### src/rtl/secded_pkg.sv
package secded_pkg;

    localparam int CHK_W  = 4;
    localparam int CODE_W = 1 << CHK_W;
    localparam int DATA_W = CODE_W - 1 - CHK_W;

    typedef enum logic [1:0] {
        DEC_CLEAN  = 2'd0,
        DEC_SINGLE = 2'd1,
        DEC_DOUBLE = 2'd2
    } dec_class_e;

    // Position of the j-th data bit: j-th index in 1..code_w-1 that is not a power of two.
    function automatic int data_pos(input int j, input int code_w);
        int cnt;
        int res;
        cnt = 0;
        res = 0;
        for (int p = 1; p < code_w; p++) begin
            if ((p & (p - 1)) != 0) begin
                if (cnt == j) res = p;
                cnt++;
            end
        end
        return res;
    endfunction

    // Positions covered by check k: every index >= 1 with bit k set.
    function automatic logic [255:0] cover_mask(input int k, input int code_w);
        logic [255:0] m;
        m = '0;
        for (int p = 1; p < code_w; p++) begin
            if (((p >> k) & 1) == 1) m[p] = 1'b1;
        end
        return m;
    endfunction

endpackage

### src/rtl/secded_encoder.sv
module secded_encoder #(
    parameter  int CHK_W  = secded_pkg::CHK_W,
    localparam int CODE_W = 1 << CHK_W,
    localparam int DATA_W = CODE_W - 1 - CHK_W
) (
    input  logic [DATA_W-1:0] data,
    output logic [CODE_W-1:0] code
);

    logic [CODE_W-1:0] body;
    logic [CODE_W-1:0] full;
    logic [CHK_W-1:0]  chk;

    always_comb begin
        body = '0;
        for (int j = 0; j < DATA_W; j++) begin
            body[secded_pkg::data_pos(j, CODE_W)] = data[j];
        end
    end

    for (genvar k = 0; k < CHK_W; k++) begin : g_chk
        localparam logic [CODE_W-1:0] MASK = CODE_W'(secded_pkg::cover_mask(k, CODE_W));
        assign chk[k] = ^(body & MASK);
    end

    always_comb begin
        full = body;
        for (int k = 0; k < CHK_W; k++) begin
            full[1 << k] = chk[k];
        end
        code = {full[CODE_W-1:1], ^full[CODE_W-1:1]};
    end

endmodule

### src/rtl/secded_syndrome.sv
module secded_syndrome #(
    parameter  int CHK_W  = secded_pkg::CHK_W,
    localparam int CODE_W = 1 << CHK_W
) (
    input  logic [CODE_W-1:0] code,
    output logic [CHK_W-1:0]  syn,
    output logic              odd
);

    for (genvar k = 0; k < CHK_W; k++) begin : g_syn
        localparam logic [CODE_W-1:0] MASK = CODE_W'(secded_pkg::cover_mask(k, CODE_W));
        assign syn[k] = ^(code & MASK);
    end

    assign odd = ^code;

endmodule

### src/rtl/secded_corrector.sv
module secded_corrector #(
    parameter  int CHK_W  = secded_pkg::CHK_W,
    localparam int CODE_W = 1 << CHK_W,
    localparam int DATA_W = CODE_W - 1 - CHK_W
) (
    input  logic [CODE_W-1:0]       code,
    input  logic [CHK_W-1:0]        syn,
    input  logic                    odd,
    output secded_pkg::dec_class_e  cls,
    output logic [DATA_W-1:0]       data
);

    logic [CODE_W-1:0] fixed;

    always_comb begin
        unique case ({odd, |syn})
            2'b00:        cls = secded_pkg::DEC_CLEAN;
            2'b01:        cls = secded_pkg::DEC_DOUBLE;
            2'b10, 2'b11: cls = secded_pkg::DEC_SINGLE;
        endcase
    end

    always_comb begin
        fixed = code;
        if (cls == secded_pkg::DEC_SINGLE) begin
            fixed[syn] = ~code[syn];
        end
    end

    for (genvar j = 0; j < DATA_W; j++) begin : g_extract
        localparam int POS = secded_pkg::data_pos(j, CODE_W);
        assign data[j] = fixed[POS];
    end

endmodule

### src/rtl/secded_codec.sv
module secded_codec #(
    parameter  int CHK_W  = secded_pkg::CHK_W,
    localparam int CODE_W = 1 << CHK_W,
    localparam int DATA_W = CODE_W - 1 - CHK_W
) (
    input  logic              clk,
    input  logic              rst,
    input  logic              enc_in_valid,
    input  logic [DATA_W-1:0] enc_data,
    output logic              enc_out_valid,
    output logic [CODE_W-1:0] enc_code,
    input  logic              dec_in_valid,
    input  logic [CODE_W-1:0] dec_code,
    output logic              dec_out_valid,
    output logic [DATA_W-1:0] dec_data,
    output logic [CHK_W-1:0]  dec_syndrome,
    output logic              dec_corrected,
    output logic              dec_uncorrectable
);

    secded_pkg::dec_class_e cls_d, cls_q;
    logic [CHK_W-1:0]  syn_d;
    logic              odd_d;
    logic [DATA_W-1:0] data_d;

    secded_encoder #(.CHK_W(CHK_W)) u_enc (
        .data (enc_data),
        .code (enc_code)
    );

    assign enc_out_valid = enc_in_valid;

    secded_syndrome #(.CHK_W(CHK_W)) u_syn (
        .code (dec_code),
        .syn  (syn_d),
        .odd  (odd_d)
    );

    secded_corrector #(.CHK_W(CHK_W)) u_fix (
        .code (dec_code),
        .syn  (syn_d),
        .odd  (odd_d),
        .cls  (cls_d),
        .data (data_d)
    );

    // Outcome-state register and its companions.
    always_ff @(posedge clk) begin
        if (rst) begin
            cls_q         <= secded_pkg::DEC_CLEAN;
            dec_out_valid <= 1'b0;
            dec_data      <= '0;
            dec_syndrome  <= '0;
        end else begin
            dec_out_valid <= dec_in_valid;
            if (dec_in_valid) begin
                cls_q        <= cls_d;
                dec_data     <= data_d;
                dec_syndrome <= syn_d;
            end
        end
    end

    // Flag decode from the outcome state.
    always_comb begin
        unique case (cls_q)
            secded_pkg::DEC_CLEAN: begin
                dec_corrected     = 1'b0;
                dec_uncorrectable = 1'b0;
            end
            secded_pkg::DEC_SINGLE: begin
                dec_corrected     = 1'b1;
                dec_uncorrectable = 1'b0;
            end
            secded_pkg::DEC_DOUBLE: begin
                dec_corrected     = 1'b0;
                dec_uncorrectable = 1'b1;
            end
            default: begin
                dec_corrected     = 1'b0;
                dec_uncorrectable = 1'b0;
            end
        endcase
    end

endmodule

### config.mk
export PLATFORM = sky130hd
export DESIGN_NAME = secded_codec
export DESIGN_NICKNAME = d
export VERILOG_FILES = /design/src/rtl/secded_pkg.sv /design/src/rtl/secded_encoder.sv /design/src/rtl/secded_syndrome.sv /design/src/rtl/secded_corrector.sv /design/src/rtl/secded_codec.sv
export SDC_FILE = /design/constraint.sdc
export NUM_CORES = 1
export LEC_CHECK = 0
export BUFFER_PORTS_ARGS = -buffer_cell sky130_fd_sc_hd__buf_4
export CAP_MARGIN = 30
export CORE_AREA = 2 2 65 83
export DETAILED_ROUTE_END_ITERATION = 7
export DIE_AREA = 0 0 67 85
export SLEW_MARGIN = 20
export SYNTH_ARGS = -nofsm -noshare
export SYNTH_HDL_FRONTEND = slang
export SYNTH_SLANG_ARGS = --single-unit
### constraint.sdc
create_clock -name clk -period 4.7 [get_ports clk]
set_input_delay 0.235 -clock clk [delete_from_list [all_inputs] [get_ports clk]]
set_output_delay 0.235 -clock clk [all_outputs]
set_load 0.05 [all_outputs]
# [Yosys cells after proc, flatten, opt, wreduce, memory -nomap -nowiden]
# Cells that the tools add are included.
[op_classes] bitwise_logic=1 muxes=9 order_cmp=2 eq_ne=6 n_reduce_logical=14
[ops] op="XOR reduction 16 bit" count=9
[ops] op="bitwise mux 16 bit" count=1
[ops] op="2-to-1 mux 16 bit" count=1
[ops] op="XOR reduction 15 bit" count=1
[ops] op="equality test 2 x 1 -> 1 bit, second input constant" count=3
[ops] op="equality test 2 bit, second input constant" count=3
[ops] op="one-hot mux 2 bit (3 select lines)" count=1
[ops] op="less-than comparator 4 x 5 -> 1 bit, second input constant" count=1
[ops] op="binary-select mux 1 bit (select 4 bit)" count=1
[ops] op="demux 1 bit (select 4 bit)" count=1
[ops] op="greater-or-equal comparator 4 x 1 -> 1 bit, second input constant" count=1
[ops] op="2-to-1 mux 1 bit" count=4
[ops] op="OR reduction 4 bit" count=1
[ops] op="logical NOT 2 bit" count=1
[ops] op="OR reduction 2 bit" count=1
[ops] op="logical AND 1 bit" count=1
[ops] op="inverter 1 bit" count=1
[word_totals] register_bits=18 wordCells=36 in_bits=31

# [Longest topological paths before layout]
[logic_depth] word_depth=7 mapped_depth=8 depth_no_buf=6

# [Hierarchy]
# Synthesis repeated with hierarchy kept, for this count alone.
[hier_totals] cells_unflattened=145 hier_area_um2=1425.1
[by_module_without_submodules] module="secded_codec" cells_per_inst=60 instances=1 seq_area_each_um2=360.3 area_each_um2=661.9
[by_module_without_submodules] module="secded_syndrome" cells_per_inst=25 instances=1 seq_area_each_um2=0.0 area_each_um2=277.8
[by_module_without_submodules] module="secded_encoder" cells_per_inst=29 instances=1 seq_area_each_um2=0.0 area_each_um2=269.0
[by_module_without_submodules] module="secded_corrector" cells_per_inst=31 instances=1 seq_area_each_um2=0.0 area_each_um2=216.5

# [Worst setup path after synthesis]
# OpenSTA, ideal clock, no wires.
[synth_path] path_type="in2out" from="input enc_data[6]" to="output enc_code[0]" n_path_buf=0 path_stages=5 t_arrival_ns=2.561 slack_ns=1.904 required_ns=4.465 cell_sequence="xor2_1 xnor2_1 xnor2_1 xnor2_1 xnor2_1"
[synth_via] elab_chain_cells=2
[synth_rtl] element="start: declaration" line_no="secded_codec.sv:9" source="input logic [DATA_W-1:0] enc_data,"
[synth_rtl] element="XOR reduction 16 bit" line_no="secded_encoder.sv:23" source="assign chk[k] = ^(body & MASK);"
[synth_rtl] element="named net enc_code[1]" line_no="secded_codec.sv:11" source="output logic [CODE_W-1:0] enc_code,"
[synth_rtl] element="XOR reduction 15 bit" line_no="secded_encoder.sv:31" source="code = {full[CODE_W-1:1], ^full[CODE_W-1:1]};"
[synth_rtl] element="end: declaration" line_no="secded_codec.sv:11"
# The timed path passes the listed nets, and every way through them passes these cells.

# [Final worst setup path]
[layout_path] from="input dec_code[5]" to="register dec_data[0]"
[layout_via] elab_chain_cells=7
[layout_rtl] element="start: declaration" line_no="secded_codec.sv:13" source="input logic [CODE_W-1:0] dec_code,"
[layout_rtl] element="XOR reduction 16 bit" line_no="secded_syndrome.sv:12" source="assign syn[k] = ^(code & MASK);"
[layout_rtl] element="less-than comparator 4 x 5 -> 1 bit (implied by the code), or another cell as far along" line_no="secded_corrector.sv:26" source="fixed[syn] = ~code[syn];"
[layout_rtl] element="logical AND 1 bit (implied by the code) or equality test 2 bit (tied branches)" line_no="secded_corrector.sv:26, secded_corrector.sv:16"
[layout_rtl] element="2-to-1 mux 1 bit (implied by the code) or OR reduction 2 bit (tied branches)" line_no="secded_corrector.sv:26, secded_corrector.sv:16"
[layout_rtl] element="demux 1 bit (select 4 bit) or one-hot mux 2 bit (3 select lines) (tied branches)"
[layout_rtl] element="bitwise mux 16 bit or equality test 2 x 1 -> 1 bit (tied branches)" line_no="secded_corrector.sv:26, secded_corrector.sv:25"
[layout_rtl] element="2-to-1 mux 16 bit (*)" line_no="secded_corrector.sv:25" source="if (cls == secded_pkg::DEC_SINGLE) begin"
[layout_rtl] element="end signal: assignment" line_no="secded_codec.sv:58" source="dec_data <= data_d;"
[layout_rtl] element="end: declaration" line_no="secded_codec.sv:15" source="output logic [DATA_W-1:0] dec_data,"
# Mark *: on every way between the ends. The rest lies on a longest branch, timed or not. The select of a mux whose other input is x is not followed.
# A chain may end at the register's enable or synchronous reset.

==> results by group <==
Place
  • GPL Wtd Cong: 0.8187
  • HPWL after DPL: 3129 µm
  • I/O Buffers: 63
  • Pre-CTS WS: 2.317 ns
  • Placed Cells: 285

Layout
  • Share of post-route cells with drive strength above 1: 37.44%
  • Fin nets: 259
  • Antenna diodes: 0
  • Final core occ: 43.26%
  • Area Growth Syn to Fin: 28.27%
  • Most frequent cells in the layout: buf_4 (63), xnor2_1 (34), nor2_1 (20), dfxtp_1 (18), a211oi_1 (12)
  • Non-Filler Instances: 289
  • Sequential Area: 360.3 µm²
  • Most common cell after layout, fill and taps aside: buf_4
  • Multi-input gate area: 1165 µm²
  • Fillers: 531

Synthesis
  • Ranking of synthesized cells by area: dfxtp_1 (22%), xnor2_1 (18%), xnor2_2 (5.9%), xor2_1 (5.8%), a211oi_1 (5.4%)
  • Post-synth top flop: dfxtp_1
  • Yosys warning count: 0
  • Cell area after synthesis: 1664 µm²
  • Async set-reset flop share out of synthesis: 0%
  • Post-synthesis cell count: 180
  • Flops & latches, synth: 18
  • Mapped Avg Cell Area: 9.245 µm²
  • Count of cell types in the netlist: 43
  • EDFF count, synth: 0
  • Syn nets: 211
  • Sequential area share after synthesis: 21.65%
  • Yosys top cell area share: 21.65%
  • Top cell type by total area after synthesis: dfxtp_1

Critical path
  • Reg2reg setup slack: 3.82 ns
  • Crit. Startpoint: dec_code[5]
  • Highest net fanout along the worst path: 5
  • Setup crit end kind: flip-flop
  • Setup crit end: dec_data[0]$_SDFFE_PP0P_
  • Family with the most delay on the worst path: XOR/XNOR gates
  • Worst R2R Path Depth: 3
  • Reg2reg end: dec_data[10]$_SDFFE_PP0P_
  • Critical path, cell by cell: buf_4 > xnor2_1 > xnor2_2 > xor2_1 > nand2b_1 > or3_1 > a311oi_1
  • WP data required: 4.86 ns
  • Buf+Inv Stages, Crit Path: 1
  • Setup Crit Path Kind: in2reg
  • Arrival @ worst endpoint: 2.29 ns
  • Slowest cell on the critical path: xor2_1
  • Setup crit start kind: input port
  • Reg-to-reg startpoint: dec_data[10]$_SDFFE_PP0P_
  • CP max stage delay: 0.52 ns
  • CP Depth: 7

Clocking
  • Clock sinks: 18
  • CTS buffer count: 3
  • Clock transition at the registers of the reported paths: 0.07 ns
  • CTS max path bufs: 2
  • Clk_lat worst skew: 0.25 ns
  • H-tree depth: 1
  • PostCTS Resize Cnt: 0
  • CTS tree: done
  • Clk root buf: clkbuf_8
  • Hold-fix buffers, CTS: 0
  • # Post-CTS Setup Buffers: 0

Min path
  • Hold Crit Depth: 2
  • Hold crit path type: in2reg

Timing
  • Crit path time final: 2.124 ns
  • Slew @ Worst Pin: 0.7555 ns
  • Worst Clk Skew: 0 ns
  • Fin Setup TNS: 0 ns
  • Period utilization: 45.20%
  • Max_slew headroom: 49.27%
  • Hold Worst Slack: 0.2880 ns
  • RSZ-0062 raised after global routing: no
  • Setup-failing EPs final: 0
  • Hold Fails Final Rpt: 0
  • Final Slew Violations: 0
  • Fmax: 470.8 MHz
  • Setup ws final: 2.576 ns

Outcome
  • Status: completed

Routing
  • Post-DRT Antenna Nets: 0
  • Via count: 1419
  • DRT Wirelength: 3923 µm
  • DRT iter0 DRCs: 69
  • DRC viols: 0
  • Routed length per instance: 13.57 µm
  • Vias per cell: 4.910
  • Drt first pass iters: 4

Die
  • Placeable Area: 4935 µm²
  • Die Ht: 85 µm
  • Die width: 67 µm
  • Row count: 29
  • I/O pins: 66
  • Initial Util: 33.72%
  • Die area: 5695 µm²

Run
  • Maxcap violations: 0

Global route
  • GRT Total Usage: 14.76%
  • Largest net degree at the start of global routing: 35
  • Vias in the first global route: 1396
  • GR Overflow Total: 0
  • First-pass GRT wire length: 6658 µm
  • Initial antenna violation count: 0

Pwr
  • Pwr per Cell Area: 416.5 nW/µm²
  • Lkg Pwr: 0.8428 nW
  • Max VDD drop: 0.0001770 V
[cell families (layout without fill, tap and decap cells)]
family	count (synthesis)	after routing	share of synthesized area, %
xor gates and xnor gates	54	54	33.16
buffers and inverters	21	68	8.346
muxes	3	3	2.105
AOI/OAI and AO/OA	29	29	16.99
DFF	18	18	21.65
and+or+nand+nor	55	55	17.74
[synth_stat cells, drive strengths merged, types with 3 or more instances]
cell type / count
a211oi: 13
a311oi: 4
buf: 15
clkbuf: 5
dfxtp: 18
nand2: 5
nand3: 5
nor2: 20
nor3: 4
nor4: 7
or3: 3
xnor2: 41
xor2: 13
[layout make-up]
| class | instances | share of cell area (%) |
|---|---|---|
| clock buffers | 4 | 2.579 |
| multi-input cells | 141 | 54.57 |
| inverters | 1 | 0.1758 |
| repair buffers | 63 | 22.16 |
| well taps | 62 | 3.634 |
| flip-flops and latches | 18 | 16.88 |
[through the flow]
stage / instance area (µm²) / power (mW)
floorplan: 1664 / 0.6360
global placement: 2079 / 0.7646
detailed placement: 2079 / 0.7673
CTS: 2135 / 0.8976
global route: 2135 / 0.9408
finish: 2135 / 0.8891
[routing by layer]
metal	routed length (µm)	up-vias	GRT usage (%)	share of wire [%]
li1	-	717	-	-
met1	1731	641	20.44	44
met2	1893	55	23.67	48
met3	248	6	2.122	6.3
met4	49	0	4.082	1.2
met5	0	-	0	0
[sequential cells by signal, summed over array words and instances, names as in the netlist]
register	flops
dec_out_valid	1
dec_data	11
cls_q	2
dec_syndrome	4
[where the power goes]
group / switching [mW] / internal (mW) / total, mW
combinational: 0.370 / 0.208 / 0.578
sequential: 0.00989 / 0.170 / 0.180
clock: 0.0565 / 0.0745 / 0.131
[how the worst min path moves through the flow]
stage,slack (ns),start,end
after floorplan,0.41,dec_code[3],dec_data[0]$_SDFFE_PP0P_
after global placement,0.47,enc_in_valid,enc_out_valid
after detailed placement,0.47,enc_in_valid,enc_out_valid
after CTS,0.29,rst,dec_data[6]$_SDFFE_PP0P_
after global routing,0.31,rst,dec_data[6]$_SDFFE_PP0P_
final,0.29,rst,dec_data[6]$_SDFFE_PP0P_
No activity file was read; power rests on OpenSTA's default activity.
